==> src/rtl/flash_cmd_pkg.sv <==
package flash_cmd_pkg;

  typedef enum logic [3:0] {
    ST_ARRAY,
    ST_UNL1,
    ST_UNL2,
    ST_PGM_DATA,
    ST_ERS1,
    ST_ERS2,
    ST_ERS3,
    ST_AUTOSEL,
    ST_PGM_BUSY,
    ST_ERS_WIN,
    ST_ERS_RUN,
    ST_ERS_SUSP
  } dec_state_e;

  typedef enum logic {
    OP_PROGRAM = 1'b0,
    OP_ERASE   = 1'b1
  } arr_op_e;

  localparam logic [7:0] CMD_KEY_A  = 8'hAA;
  localparam logic [7:0] CMD_KEY_B  = 8'h55;
  localparam logic [7:0] CMD_PROG   = 8'hA0;
  localparam logic [7:0] CMD_ESETUP = 8'h80;
  localparam logic [7:0] CMD_CHIP   = 8'h10;
  localparam logic [7:0] CMD_SECT   = 8'h30;
  localparam logic [7:0] CMD_SUSP   = 8'hB0;
  localparam logic [7:0] CMD_IDENT  = 8'h90;

  // status byte: bit7 polarity flag, bit6 global toggle, bit2 sector toggle
  function automatic logic [7:0] status_byte(input logic b7, input logic b6, input logic b2);
    return {b7, b6, 3'b000, b2, 2'b00};
  endfunction

  function automatic logic is_busy(input dec_state_e s);
    return (s == ST_PGM_BUSY) || (s == ST_ERS_WIN) || (s == ST_ERS_RUN);
  endfunction

endpackage

==> src/rtl/flash_seq_fsm.sv <==
module flash_seq_fsm
  import flash_cmd_pkg::*;
#(
  parameter int ADDR_W = 16,
  parameter int SECT_W = 4,
  parameter int SE_WIN = 8
) (
  input  logic                 clk,
  input  logic                 rst_n,
  input  logic                 byte_sel,
  input  logic                 wr_en,
  input  logic [ADDR_W-1:0]    addr,
  input  logic [7:0]           wdata,
  input  logic                 arr_done,
  output dec_state_e           st,
  output logic                 arr_start,
  output arr_op_e              arr_op,
  output logic [ADDR_W-1:0]    arr_addr,
  output logic [7:0]           arr_wdata,
  output logic [(1<<SECT_W)-1:0] arr_mask,
  output logic                 arr_suspend,
  output logic                 rdy
);

  localparam int NSECT = 1 << SECT_W;
  localparam int WIN_W = $clog2(SE_WIN + 1);

  function automatic logic [ADDR_W-1:0] key_addr_a(input logic bs);
    return bs ? ADDR_W'(16'hAAAA) : ADDR_W'(16'h5555);
  endfunction

  function automatic logic [ADDR_W-1:0] key_addr_b(input logic bs);
    return bs ? ADDR_W'(16'h5555) : ADDR_W'(16'h2AAA);
  endfunction

  function automatic logic [NSECT-1:0] sector_bit(input logic [ADDR_W-1:0] a);
    logic [NSECT-1:0] v;
    v = '0;
    v[a[ADDR_W-1 -: SECT_W]] = 1'b1;
    return v;
  endfunction

  dec_state_e          st_q, st_n;
  logic                start_q, start_n;
  arr_op_e             op_q, op_n;
  logic [ADDR_W-1:0]   addr_q, addr_n;
  logic [7:0]          data_q, data_n;
  logic [NSECT-1:0]    mask_q, mask_n;
  logic [WIN_W-1:0]    win_q, win_n;
  logic                chip_q, chip_n;

  // named events for the checks
  logic at_key_a, at_key_b;
  logic key_a_hit, key_b_hit;
  logic cmd_done_evt;
  logic susp_req;
  logic win_last;

  assign at_key_a     = (addr == key_addr_a(byte_sel));
  assign at_key_b     = (addr == key_addr_b(byte_sel));
  assign key_a_hit    = wr_en && at_key_a && (wdata == CMD_KEY_A);
  assign key_b_hit    = wr_en && at_key_b && (wdata == CMD_KEY_B);
  assign cmd_done_evt = arr_done && ((st_q == ST_PGM_BUSY) || (st_q == ST_ERS_RUN));
  assign susp_req     = wr_en && (wdata == CMD_SUSP) && (st_q == ST_ERS_RUN) && !chip_q;
  assign win_last     = (st_q == ST_ERS_WIN) && (win_q == WIN_W'(SE_WIN - 1));

  always_comb begin
    st_n    = st_q;
    start_n = 1'b0;
    op_n    = op_q;
    addr_n  = addr_q;
    data_n  = data_q;
    mask_n  = mask_q;
    win_n   = win_q;
    chip_n  = chip_q;
    unique case (st_q)
      ST_ARRAY: if (wr_en) st_n = key_a_hit ? ST_UNL1 : ST_ARRAY;
      ST_UNL1:  if (wr_en) st_n = key_b_hit ? ST_UNL2 : ST_ARRAY;
      ST_UNL2: begin
        if (wr_en) begin
          st_n = ST_ARRAY;
          if (at_key_a) begin
            case (wdata)
              CMD_PROG:   st_n = ST_PGM_DATA;
              CMD_ESETUP: st_n = ST_ERS1;
              CMD_IDENT:  st_n = ST_AUTOSEL;
              default:    st_n = ST_ARRAY;
            endcase
          end
        end
      end
      ST_PGM_DATA: begin
        if (wr_en) begin
          st_n    = ST_PGM_BUSY;
          start_n = 1'b1;
          op_n    = OP_PROGRAM;
          addr_n  = addr;
          data_n  = wdata;
        end
      end
      ST_ERS1: if (wr_en) st_n = key_a_hit ? ST_ERS2 : ST_ARRAY;
      ST_ERS2: if (wr_en) st_n = key_b_hit ? ST_ERS3 : ST_ARRAY;
      ST_ERS3: begin
        if (wr_en) begin
          if (at_key_a && wdata == CMD_CHIP) begin
            st_n    = ST_ERS_RUN;
            start_n = 1'b1;
            op_n    = OP_ERASE;
            mask_n  = '1;
            chip_n  = 1'b1;
          end else if (wdata == CMD_SECT) begin
            st_n   = ST_ERS_WIN;
            mask_n = sector_bit(addr);
            win_n  = '0;
            chip_n = 1'b0;
          end else begin
            st_n = ST_ARRAY;
          end
        end
      end
      ST_AUTOSEL: if (wr_en) st_n = ST_ARRAY;
      ST_PGM_BUSY: if (arr_done) st_n = ST_ARRAY;
      ST_ERS_WIN: begin
        if (wr_en && wdata == CMD_SECT) mask_n = mask_q | sector_bit(addr);
        if (win_last) begin
          st_n    = ST_ERS_RUN;
          start_n = 1'b1;
          op_n    = OP_ERASE;
        end else begin
          win_n = win_q + 1'b1;
        end
      end
      ST_ERS_RUN: begin
        if (arr_done)      st_n = ST_ARRAY;
        else if (susp_req) st_n = ST_ERS_SUSP;
      end
      ST_ERS_SUSP: if (wr_en && wdata == CMD_SECT) st_n = ST_ERS_RUN;
      default: st_n = ST_ARRAY;
    endcase
  end

  always_ff @(posedge clk or negedge rst_n) begin
    if (!rst_n) begin
      st_q    <= ST_ARRAY;
      start_q <= 1'b0;
      op_q    <= OP_PROGRAM;
      addr_q  <= '0;
      data_q  <= '0;
      mask_q  <= '0;
      win_q   <= '0;
      chip_q  <= 1'b0;
    end else begin
      st_q    <= st_n;
      start_q <= start_n;
      op_q    <= op_n;
      addr_q  <= addr_n;
      data_q  <= data_n;
      mask_q  <= mask_n;
      win_q   <= win_n;
      chip_q  <= chip_n;
    end
  end

  assign st          = st_q;
  assign arr_start   = start_q;
  assign arr_op      = op_q;
  assign arr_addr    = addr_q;
  assign arr_wdata   = data_q;
  assign arr_mask    = mask_q;
  assign arr_suspend = (st_q == ST_ERS_SUSP);
  assign rdy         = !is_busy(st_q);


  start_pulse_chk: assert property (@(posedge clk) disable iff (!rst_n)
    arr_start |=> !arr_start);

  busy_on_start_chk: assert property (@(posedge clk) disable iff (!rst_n)
    arr_start |-> !rdy);

  done_release_chk: assert property (@(posedge clk) disable iff (!rst_n)
    cmd_done_evt |=> rdy);

  done_beats_suspend_chk: assert property (@(posedge clk) disable iff (!rst_n)
    (cmd_done_evt && susp_req) |=> (!arr_suspend && rdy));

  suspend_ready_chk: assert property (@(posedge clk) disable iff (!rst_n)
    arr_suspend |-> (rdy && !arr_start));

  erase_mask_chk: assert property (@(posedge clk) disable iff (!rst_n)
    (arr_start && arr_op == OP_ERASE) |-> (arr_mask != '0));

  window_bound_chk: assert property (@(posedge clk) disable iff (!rst_n)
    (st == ST_ERS_WIN) |-> (win_q < WIN_W'(SE_WIN)));

  ident_exit_chk: assert property (@(posedge clk) disable iff (!rst_n)
    (st == ST_AUTOSEL && wr_en) |=> (st == ST_ARRAY));

endmodule

==> src/rtl/flash_rd_path.sv <==
module flash_rd_path
  import flash_cmd_pkg::*;
#(
  parameter int              SECT_W    = 4,
  parameter logic [7:0]      MFR_ID    = 8'h04,
  parameter logic [7:0]      DEV_ID    = 8'h58,
  parameter logic [(1<<SECT_W)-1:0] PROT_MASK = '0
) (
  input  logic                   clk,
  input  logic                   rst_n,
  input  logic                   byte_sel,
  input  logic                   rd_en,
  input  logic [SECT_W-1:0]      sect_idx,
  input  logic [7:0]             id_off,
  input  dec_state_e             st,
  input  logic                   pgm_bit7,
  input  logic [(1<<SECT_W)-1:0] mask,
  input  logic [7:0]             arr_rdata,
  output logic [7:0]             rdata
);

  function automatic logic [7:0] ident_byte(input logic bs, input logic [7:0] off,
                                            input logic prot);
    logic [7:0] stp;
    stp = bs ? 8'd2 : 8'd1;
    if (off == 8'd0)           return MFR_ID;
    else if (off == stp)       return DEV_ID;
    else if (off == (stp << 1)) return prot ? 8'h01 : 8'h00;
    else                       return 8'h00;
  endfunction

  logic tog6, tog2;
  logic in_sel;
  logic status_rd;

  assign in_sel    = mask[sect_idx];
  assign status_rd = rd_en && is_busy(st);

  always_ff @(posedge clk or negedge rst_n) begin
    if (!rst_n) begin
      rdata <= '0;
      tog6  <= 1'b0;
      tog2  <= 1'b0;
    end else if (rd_en) begin
      case (st)
        ST_AUTOSEL: rdata <= ident_byte(byte_sel, id_off, PROT_MASK[sect_idx]);
        ST_PGM_BUSY: begin
          rdata <= status_byte(~pgm_bit7, tog6, 1'b0);
          tog6  <= ~tog6;
        end
        ST_ERS_WIN, ST_ERS_RUN: begin
          rdata <= status_byte(1'b0, tog6, tog2);
          tog6  <= ~tog6;
          if (in_sel) tog2 <= ~tog2;
        end
        ST_ERS_SUSP: begin
          if (in_sel) begin
            rdata <= status_byte(1'b1, tog6, tog2);
            tog2  <= ~tog2;
          end else begin
            rdata <= arr_rdata;
          end
        end
        default: rdata <= arr_rdata;
      endcase
    end
  end


  busy_toggle_chk: assert property (@(posedge clk) disable iff (!rst_n)
    status_rd |=> (tog6 != $past(tog6)));

  pgm_poll_chk: assert property (@(posedge clk) disable iff (!rst_n)
    (rd_en && st == ST_PGM_BUSY) |=> (rdata[7] == !$past(pgm_bit7)));

  susp_hold_chk: assert property (@(posedge clk) disable iff (!rst_n)
    (st == ST_ERS_SUSP) |=> $stable(tog6));

  unsel_tog2_chk: assert property (@(posedge clk) disable iff (!rst_n)
    (rd_en && !in_sel) |=> $stable(tog2));

endmodule

==> src/rtl/flash_cmd_decoder.sv <==
module flash_cmd_decoder
  import flash_cmd_pkg::*;
#(
  parameter int         ADDR_W    = 16,
  parameter int         SECT_W    = 4,
  parameter int         SE_WIN    = 8,
  parameter logic [7:0] MFR_ID    = 8'h04,
  parameter logic [7:0] DEV_ID    = 8'h58,
  parameter logic [(1<<SECT_W)-1:0] PROT_MASK = 16'h0002
) (
  input  logic                   clk,
  input  logic                   rst_n,
  input  logic                   byte_sel,
  input  logic                   wr_en,
  input  logic [ADDR_W-1:0]      addr,
  input  logic [7:0]             wdata,
  input  logic                   rd_en,
  output logic [7:0]             rdata,
  output logic                   rdy,
  output logic                   arr_start,
  output logic                   arr_op,
  output logic [ADDR_W-1:0]      arr_addr,
  output logic [7:0]             arr_wdata,
  output logic [(1<<SECT_W)-1:0] arr_mask,
  output logic                   arr_suspend,
  input  logic                   arr_done,
  input  logic [7:0]             arr_rdata
);

  dec_state_e st;
  arr_op_e    op_e;

  flash_seq_fsm #(.ADDR_W(ADDR_W), .SECT_W(SECT_W), .SE_WIN(SE_WIN)) u_fsm (
    .clk         (clk),
    .rst_n       (rst_n),
    .byte_sel    (byte_sel),
    .wr_en       (wr_en),
    .addr        (addr),
    .wdata       (wdata),
    .arr_done    (arr_done),
    .st          (st),
    .arr_start   (arr_start),
    .arr_op      (op_e),
    .arr_addr    (arr_addr),
    .arr_wdata   (arr_wdata),
    .arr_mask    (arr_mask),
    .arr_suspend (arr_suspend),
    .rdy         (rdy)
  );

  assign arr_op = op_e;

  flash_rd_path #(.SECT_W(SECT_W), .MFR_ID(MFR_ID), .DEV_ID(DEV_ID),
                  .PROT_MASK(PROT_MASK)) u_rd (
    .clk       (clk),
    .rst_n     (rst_n),
    .byte_sel  (byte_sel),
    .rd_en     (rd_en),
    .sect_idx  (addr[ADDR_W-1 -: SECT_W]),
    .id_off    (addr[7:0]),
    .st        (st),
    .pgm_bit7  (arr_wdata[7]),
    .mask      (arr_mask),
    .arr_rdata (arr_rdata),
    .rdata     (rdata)
  );

endmodule

==> config.mk <==
export PLATFORM = sky130hd
export DESIGN_NAME = flash_cmd_decoder
export DESIGN_NICKNAME = d
export VERILOG_FILES = /design/src/rtl/flash_cmd_pkg.sv /design/src/rtl/flash_seq_fsm.sv /design/src/rtl/flash_rd_path.sv /design/src/rtl/flash_cmd_decoder.sv
export SDC_FILE = /design/constraint.sdc
export NUM_CORES = 1
export LEC_CHECK = 0
export BUFFER_PORTS_ARGS = -buffer_cell sky130_fd_sc_hd__buf_2
export CORE_ASPECT_RATIO = 0.75
export CORE_MARGIN = 3
export CORE_UTILIZATION = 50
export CTS_BUF_LIST = sky130_fd_sc_hd__clkbuf_4 sky130_fd_sc_hd__clkbuf_8
export CTS_CLUSTER_DIAMETER = 200
export DETAILED_ROUTE_END_ITERATION = 6
export GPL_TIMING_DRIVEN = 0
export PLACE_DENSITY = 0.87
export SKIP_LAST_GASP = 1
export SYNTH_ARGS = -nofsm -noshare
export SYNTH_HDL_FRONTEND = slang
export SYNTH_HIERARCHICAL = 1
export SYNTH_SLANG_ARGS = --single-unit
export TNS_END_PERCENT = 5
==> constraint.sdc <==
create_clock -name clk -period 1.84 [get_ports clk]
set_input_delay 0.368 -clock clk [delete_from_list [all_inputs] [get_ports clk]]
set_output_delay 0.368 -clock clk [all_outputs]
set_load 0.01 [all_outputs]
======== After elaboration in Yosys (flattened, before gate mapping) ========
Memories as Yosys holds them, arrays and structs flattened.
Index checks and enable logic that the tools add are counted.
word-level totals
  register bits after elaboration ......... 61
  bits in read-only memories .............. 16
  input bits .............................. 38
  output and inout bits ................... 52
  logic and storage cells ................. 150
  memories ................................ 1
memories
  memory           words  width  read ports  clocked after Yosys merged registers in  wr ports  line                 text
  (no name shown)  16     1      1           0                                        0         flash_rd_path.sv:46  ST_AUTOSEL: rdata <= ident_byte(byte_sel, id_off, PROT_MASK[sect_idx]);
operators by class
  add/subtract/negate cells ............... 1
  order comparisons ....................... 2
  equal/unequal tests ..................... 42
  muxes and demuxes ....................... 58
  bitwise logic cells ..................... 4
  reductions and logical operators ........ 31
operators with widths
  kind                  count
  $mux W16              5
  $mux W4               20
  $pmux W4 S12          1
  $eq A8 B8 Y1 const B  5
  $eq A16 B16 Y1        2
  $mux W8               4
  $pmux W16 S2          1
  $pmux W8 S4           1
  $ne A2 B2 Y1 const B  11
  $eq A4 B3 Y1 const B  5
  $eq A4 B4 Y1 const B  4
  $eq A8 B8 Y1          2
  $or A16 B16 Y16       1
  $mux W1               15
  $mux W15              1
  $reduce_and A12 Y1    1
  $logic_and A1 B1 Y1   11
  $ne A2 B1 Y1 const B  5
  $reduce_and A5 Y1     2
  $pmux W3 S3           1
  $eq A4 B2 Y1 const B  2
  $eq A8 B5 Y1 const B  1
  $eq A8 B6 Y1 const B  1
  $eq A8 B7 Y1 const B  1
  24 further kinds      35

======== Longest topological paths before layout ========
  depth after elaboration ................. 8
  mapped depth ............................ 8
  mapped depth without buffers ............ 7

======== Modules after synthesis ========
The synthesis kept the hierarchy.
by module, submodules not included
  module         times used  cells an instance  area each (µm²)  sequential area each (µm²)
  flash_seq_fsm  1           263                2787.7           1276.2
  flash_rd_path  1           101                907.1            250.2

======== Worst setup path after synthesis ========
No wires, ideal clock.
  kind .................................... reg-to-reg
  from .................................... reg u_fsm.st_q[2] (netlist: u_fsm/st[2])
  to ...................................... reg u_fsm.st_q[2] (netlist: u_fsm/st[2])
  setup time .............................. 0.131 ns
  arrival time ............................ 1.840 ns
  data required time ...................... 1.709 ns
  path slack .............................. -0.132 ns
  stages on the path, launching flop included .. 9
  buffers on the path ..................... 2
  clock period less this slack ............ 1.972 ns
  cell sequence ........................... dfrtp_1 clkbuf_2 nand2b_1 nor2_1 o2bb2ai_1 or3_1 buf_2 o31ai_2 o41ai_1
on the way
  elaborated cells on any way between the ends .. 29
  those cells by class .................... 23 x eq/ne; 1 x mux; 5 x reduce/logical
RTL lines
  element                              line                     text
  from (decl)                          flash_seq_fsm.sv:43      dec_state_e st_q, st_n;
  from (signal assigned)               flash_seq_fsm.sv:153     st_q <= st_n;
  $eq A4 B4 Y1 *                       -
  via arr_suspend                      flash_cmd_decoder.sv:25  output logic arr_suspend,
  $ne A2 B1 Y1 (no source line)        -
  $reduce_and A12 Y1 (no source line)  -
Mark *: on every way through the listed nets, which the timed path passes. The rest lies on a longest branch.
A chain may end at the register's enable or synchronous reset.

======== Final worst setup path ========
  from .................................... reg u_fsm.st_q[1] (netlist: u_fsm/st[1])
  to ...................................... reg u_fsm.st_q[1] (netlist: u_fsm/st[1])
on the way
  word-level cells in the longest chain between the ends .. 5
  elaborated cells on any way between the ends .. 29
  those cells by class .................... 23 x eq/ne; 1 x mux; 5 x reduce/logical
ends and longest elaborated chain
  element                              line                 text
  $eq A4 B4 Y1                         -
  $logic_and A1 B1 Y1 (2 in series)    flash_seq_fsm.sv:64  assign susp_req = wr_en && (wdata == CMD_SUSP) && (st_q == ST_ERS_RUN) && !chip_q;
  $ne A3 B2 Y1 (no source line)        -
  $reduce_and A12 Y1 (no source line)  -
Several ways; a longest one is shown, not always the timed one.

==> results.sh <==
export IMPL_status="finished, violations left"
export IMPL_failed_checks="setup timing"
export IMPL_synthCells=364
export IMPL_ios=90
export IMPL_dieArea_um2=8468
export IMPL_cts_tree="done"
export IMPL_fp_dieH_um=80.45
export IMPL_drive_gt1_share_pct=48.20
export IMPL_ys_seq_area_share_pct=41.31
export IMPL_hold_buffers=0
export IMPL_drt_antenna_violating_nets=0
export IMPL_arrival_ps=2290
export IMPL_grt_pass1_vias=3460
export IMPL_grt_pass1_wl_mm=17.31
export IMPL_synth_seq_cells=61
export IMPL_hold_path_class="in2async"
export IMPL_antennaDiodeCount=0
export IMPL_drc_errors=0
export IMPL_first_iter_violations=295
export IMPL_dp_hpwl_mm=7.163
export IMPL_yosys_mux_area_fraction_pct=10.73
export IMPL_vias_per_cell=6.206
export IMPL_synth_simple_area_share_pct=26.75
export IMPL_powerDensity_nw_per_um2=606.7
export IMPL_maxSlewViolCount=0
export IMPL_cts_root_buf="clkbuf_8"
export IMPL_die_w_um=105.3
export IMPL_synth_compound_area_share_pct=16.66
export IMPL_relSlewSlack_pct=48.87
export IMPL_gp_congestion=0.9749
export IMPL_clk_latency_ps=350
export IMPL_groute_usage_overall_pct=25.76
export IMPL_crit_fanout=6
export IMPL_place_area_um2=4260
export IMPL_netlist_area_um2=3695
export IMPL_synth_flop_cell="dfrtp_1"
export IMPL_worstPathCellList="clkbuf_2 -> nor2b_2 -> o2111ai_1 -> a2111oi_4 -> nor2_1 -> o211ai_1 -> mux2_2"
export IMPL_htreeDepth=3
export IMPL_worstPathRequired_ps=2120
export IMPL_routedWlPerCell_um=19.47
export IMPL_routed_wl_mm=11.65
export IMPL_place_ws_ps=-536.3
export IMPL_core_area_um2=6994
export IMPL_peakVddDrop_mv=0.5493
export IMPL_synth_top_family_by_area="simple AND/OR/NAND/NOR gates"
export IMPL_worst_setup_path_start_kind="flop"
export IMPL_io_buffers=87
export IMPL_synthXorXnorAreaFrac_pct=0.7111
export IMPL_start_util_pct=52.83
export IMPL_place_inst=549
export IMPL_max_freq_mhz=498.8
export IMPL_max_stage_delay_ps=480
export IMPL_clock_sinks=61
export IMPL_setup_ws_ps=-164.7
export IMPL_final_core_util_pct=71.72
export IMPL_worst_setup_path_type="reg2reg"
export IMPL_maxCapViolations=0
export IMPL_avgSynthCellArea_um2=10.15
export IMPL_rsz0062_at_grt="yes"
export IMPL_numCtsBuffers=9
export IMPL_grt_max_degree=62
export IMPL_core_rowCount=26
export IMPL_synth_enable_flop_cells=0
export IMPL_yosysUniqueCellTypes=80
export IMPL_area_growth_pct=35.76
export IMPL_nNetsFinal=535
export IMPL_fin_skew_ps=9.182
export IMPL_hold_viol=0
export IMPL_antenna_found_initial=0
export IMPL_firstDrtPassIters=5
export IMPL_period_share_pct=109.0
export IMPL_async_flop_share_pct=100.0
export IMPL_leakage_nw=2.268
export IMPL_overflow=0
export IMPL_final_cell_area_um2=5016
export IMPL_endpoint_kind="flop"
export IMPL_syn_nets=403
export IMPL_path_clk_slew_ps=70
export IMPL_cts_buffer_depth=2
export IMPL_layoutNonFillerInstCount=598
export IMPL_setup_viol=25
export IMPL_cp_slowest_cell="dfrtp_2"
export IMPL_worstMarginPinSlew_ps=767.0
export IMPL_synthAdderAreaFrac_pct=0.3386
export IMPL_period_needed_ps=2005
export IMPL_num_vias=3711
export IMPL_yosysWarnings=6
==> kinds of logic (layout without fill, tap and decap cells) <==
kind of cell,Yosys count,count (layout)
mux,33,33
xor+xnor,3,3
compound gates,78,78
flops,61,61
buf+inv,22,158
fa+ha+maj,1,1
simple gates,166,166
==> path summary, 6_finish.rpt <==
kind / start / to / slack (ps) / depth (start not counted)
hold reg to reg: u_rd/tog6$_DFFE_PN0P_ / u_rd/tog6$_DFFE_PN0P_ / 500 / 1
hold / removal: rst_n / u_fsm/arr_mask[13]$_DFFE_PN0P_ / 100 / 1
max in group asynchronous: rst_n / u_fsm/st[0]$_DFFE_PN0P_ / 1200 / 1
min in group clk: arr_rdata[0] / u_rd/rdata[0]$_DFFE_PN0P_ / 260 / 3
setup / recovery: u_fsm/st[1]$_DFFE_PN0P_ / u_fsm/st[1]$_DFFE_PN0P_ / -160 / 7
setup reg to reg: u_fsm/st[1]$_DFFE_PN0P_ / u_fsm/st[1]$_DFFE_PN0P_ / -160 / 7
==> cell usage in the layout (no fill, tap or decap), types with 3 or more instances in the layout <==
cell,instances
nand4_1,3
dfrtp_1,58
nand2_1,16
mux2i_1,4
and4bb_2,4
nand2_2,3
nor4_1,3
o2bb2ai_1,16
mux2_2,25
buf_4,36
and2_1,3
clkbuf_8,12
nand2b_1,7
nor2_1,46
nand4b_1,4
nor2b_1,8
buf_6,6
inv_1,5
o211ai_1,5
xnor2_1,3
dfrtp_2,3
a21oi_1,10
buf_2,89
nor3_4,3
nor3_1,9
or2_2,4
or3_1,3
o21ai_0,9
nand3_1,15
==> layout make-up <==
| type | count | area [um^2] |
|---|---|---|
| timing repair buffer | 121 | 693.2 |
| clock inverter | 4 | 47.55 |
| sequential | 61 | 1530 |
| buffer | 17 | 162.7 |
| tap | 98 | 122.6 |
| multi-input combinational | 281 | 2290 |
| inverter | 5 | 18.77 |
| clock buffer | 11 | 151.4 |
| fill | 493 | 1978 |
==> timing repair <==
item                                    in CTS  in global routing
gates resized for setup                     30                 34
buffers inserted                            17                 17
endpoints found under the setup margin      54                 42
pin swaps                                    5                  9
==> critical path: cells and delay by family, from the launching register on <==
family                 cells  cell delay (ps)
AOI/OAI and AO/OA          3              740
and+or+nand+nor            2              350
muxes                      1              180
DFF                        1              480
buffers and inverters      1              200
==> cell usage after synthesis (all sizes together) (2+ instances only) <==
master	instances	area share, %
a2111oi	2	0.64
mux2	27	8.4
o22a	2	0.51
nor3	14	2.6
nor4b	2	0.64
and3b	2	0.47
buf	13	2.1
and4bb	4	1.4
inv	5	0.51
mux4	2	1.2
o31ai	3	1.1
nand3	17	2.4
o2bb2ai	18	4.3
a21o	2	0.44
nor2	49	5.0
nor3b	4	1.1
or4	2	0.61
xnor2	3	0.71
and2	3	0.51
nor4	5	0.85
a31oi	3	0.51
o2111a	2	0.61
o211ai	5	1.0
o41ai	2	0.47
dfrtp	61	41
o21ai	12	1.7
or3	4	0.71
mux2i	4	1.1
and3	2	0.37
nand4	4	0.85
o22ai	2	0.34
a22oi	2	0.41
a21boi	2	0.41
a21oi	11	1.6
or2	4	0.68
nand2b	10	1.8
nor2b	11	1.9
nand4b	6	2.0
o31a	2	0.47
nand2	19	1.9
clkbuf	3	0.61
==> sequential cells by signal, indices dropped and copies added (netlist names) <==
name             count
u_fsm/arr_addr      16
u_fsm/arr_mask      16
u_fsm/arr_wdata      8
u_rd/rdata           8
u_fsm/st             4
u_fsm/win_q          4
u_fsm/arr_op         1
u_fsm/arr_start      1
u_fsm/chip_q         1
u_rd/tog2            1
u_rd/tog6            1
==> routing by layer <==
metal	vias to the layer above	GRT usage [%]	wire length (um)
li1	1632	-	-
met1	1801	34.39	4676
met2	236	41.92	5594
met3	42	6.827	1047
met4	0	6.422	327
met5	-	0	0
==> stage by stage <==
| stage | hold WS [ps] | TNS, ps | power [W] |
|---|---|---|---|
| 3_3_place_gp | 483.4 | -14800 | 0.001791 |
| 4_1_cts | 254.9 | -61.92 | 0.003018 |
| 2_1_floorplan | 72.41 | -1296 | 0.001619 |
| 3_5_place_dp | 488.2 | -16720 | 0.001805 |
| 6_report | 101.6 | -673.8 | 0.003043 |
| 5_1_grt | 153.0 | -2988 | 0.003178 |
==> power breakdown <==
part / total, W / internal [W] / switching (W)
clock network: 0.00122 / 0.000687 / 0.000538
registers: 0.00141 / 0.00139 / 0.0000272
logic: 0.000404 / 0.000164 / 0.000240
total: 0.00304 / 0.00224 / 0.000805
Note: power is estimated with default switching activity, not from simulation.
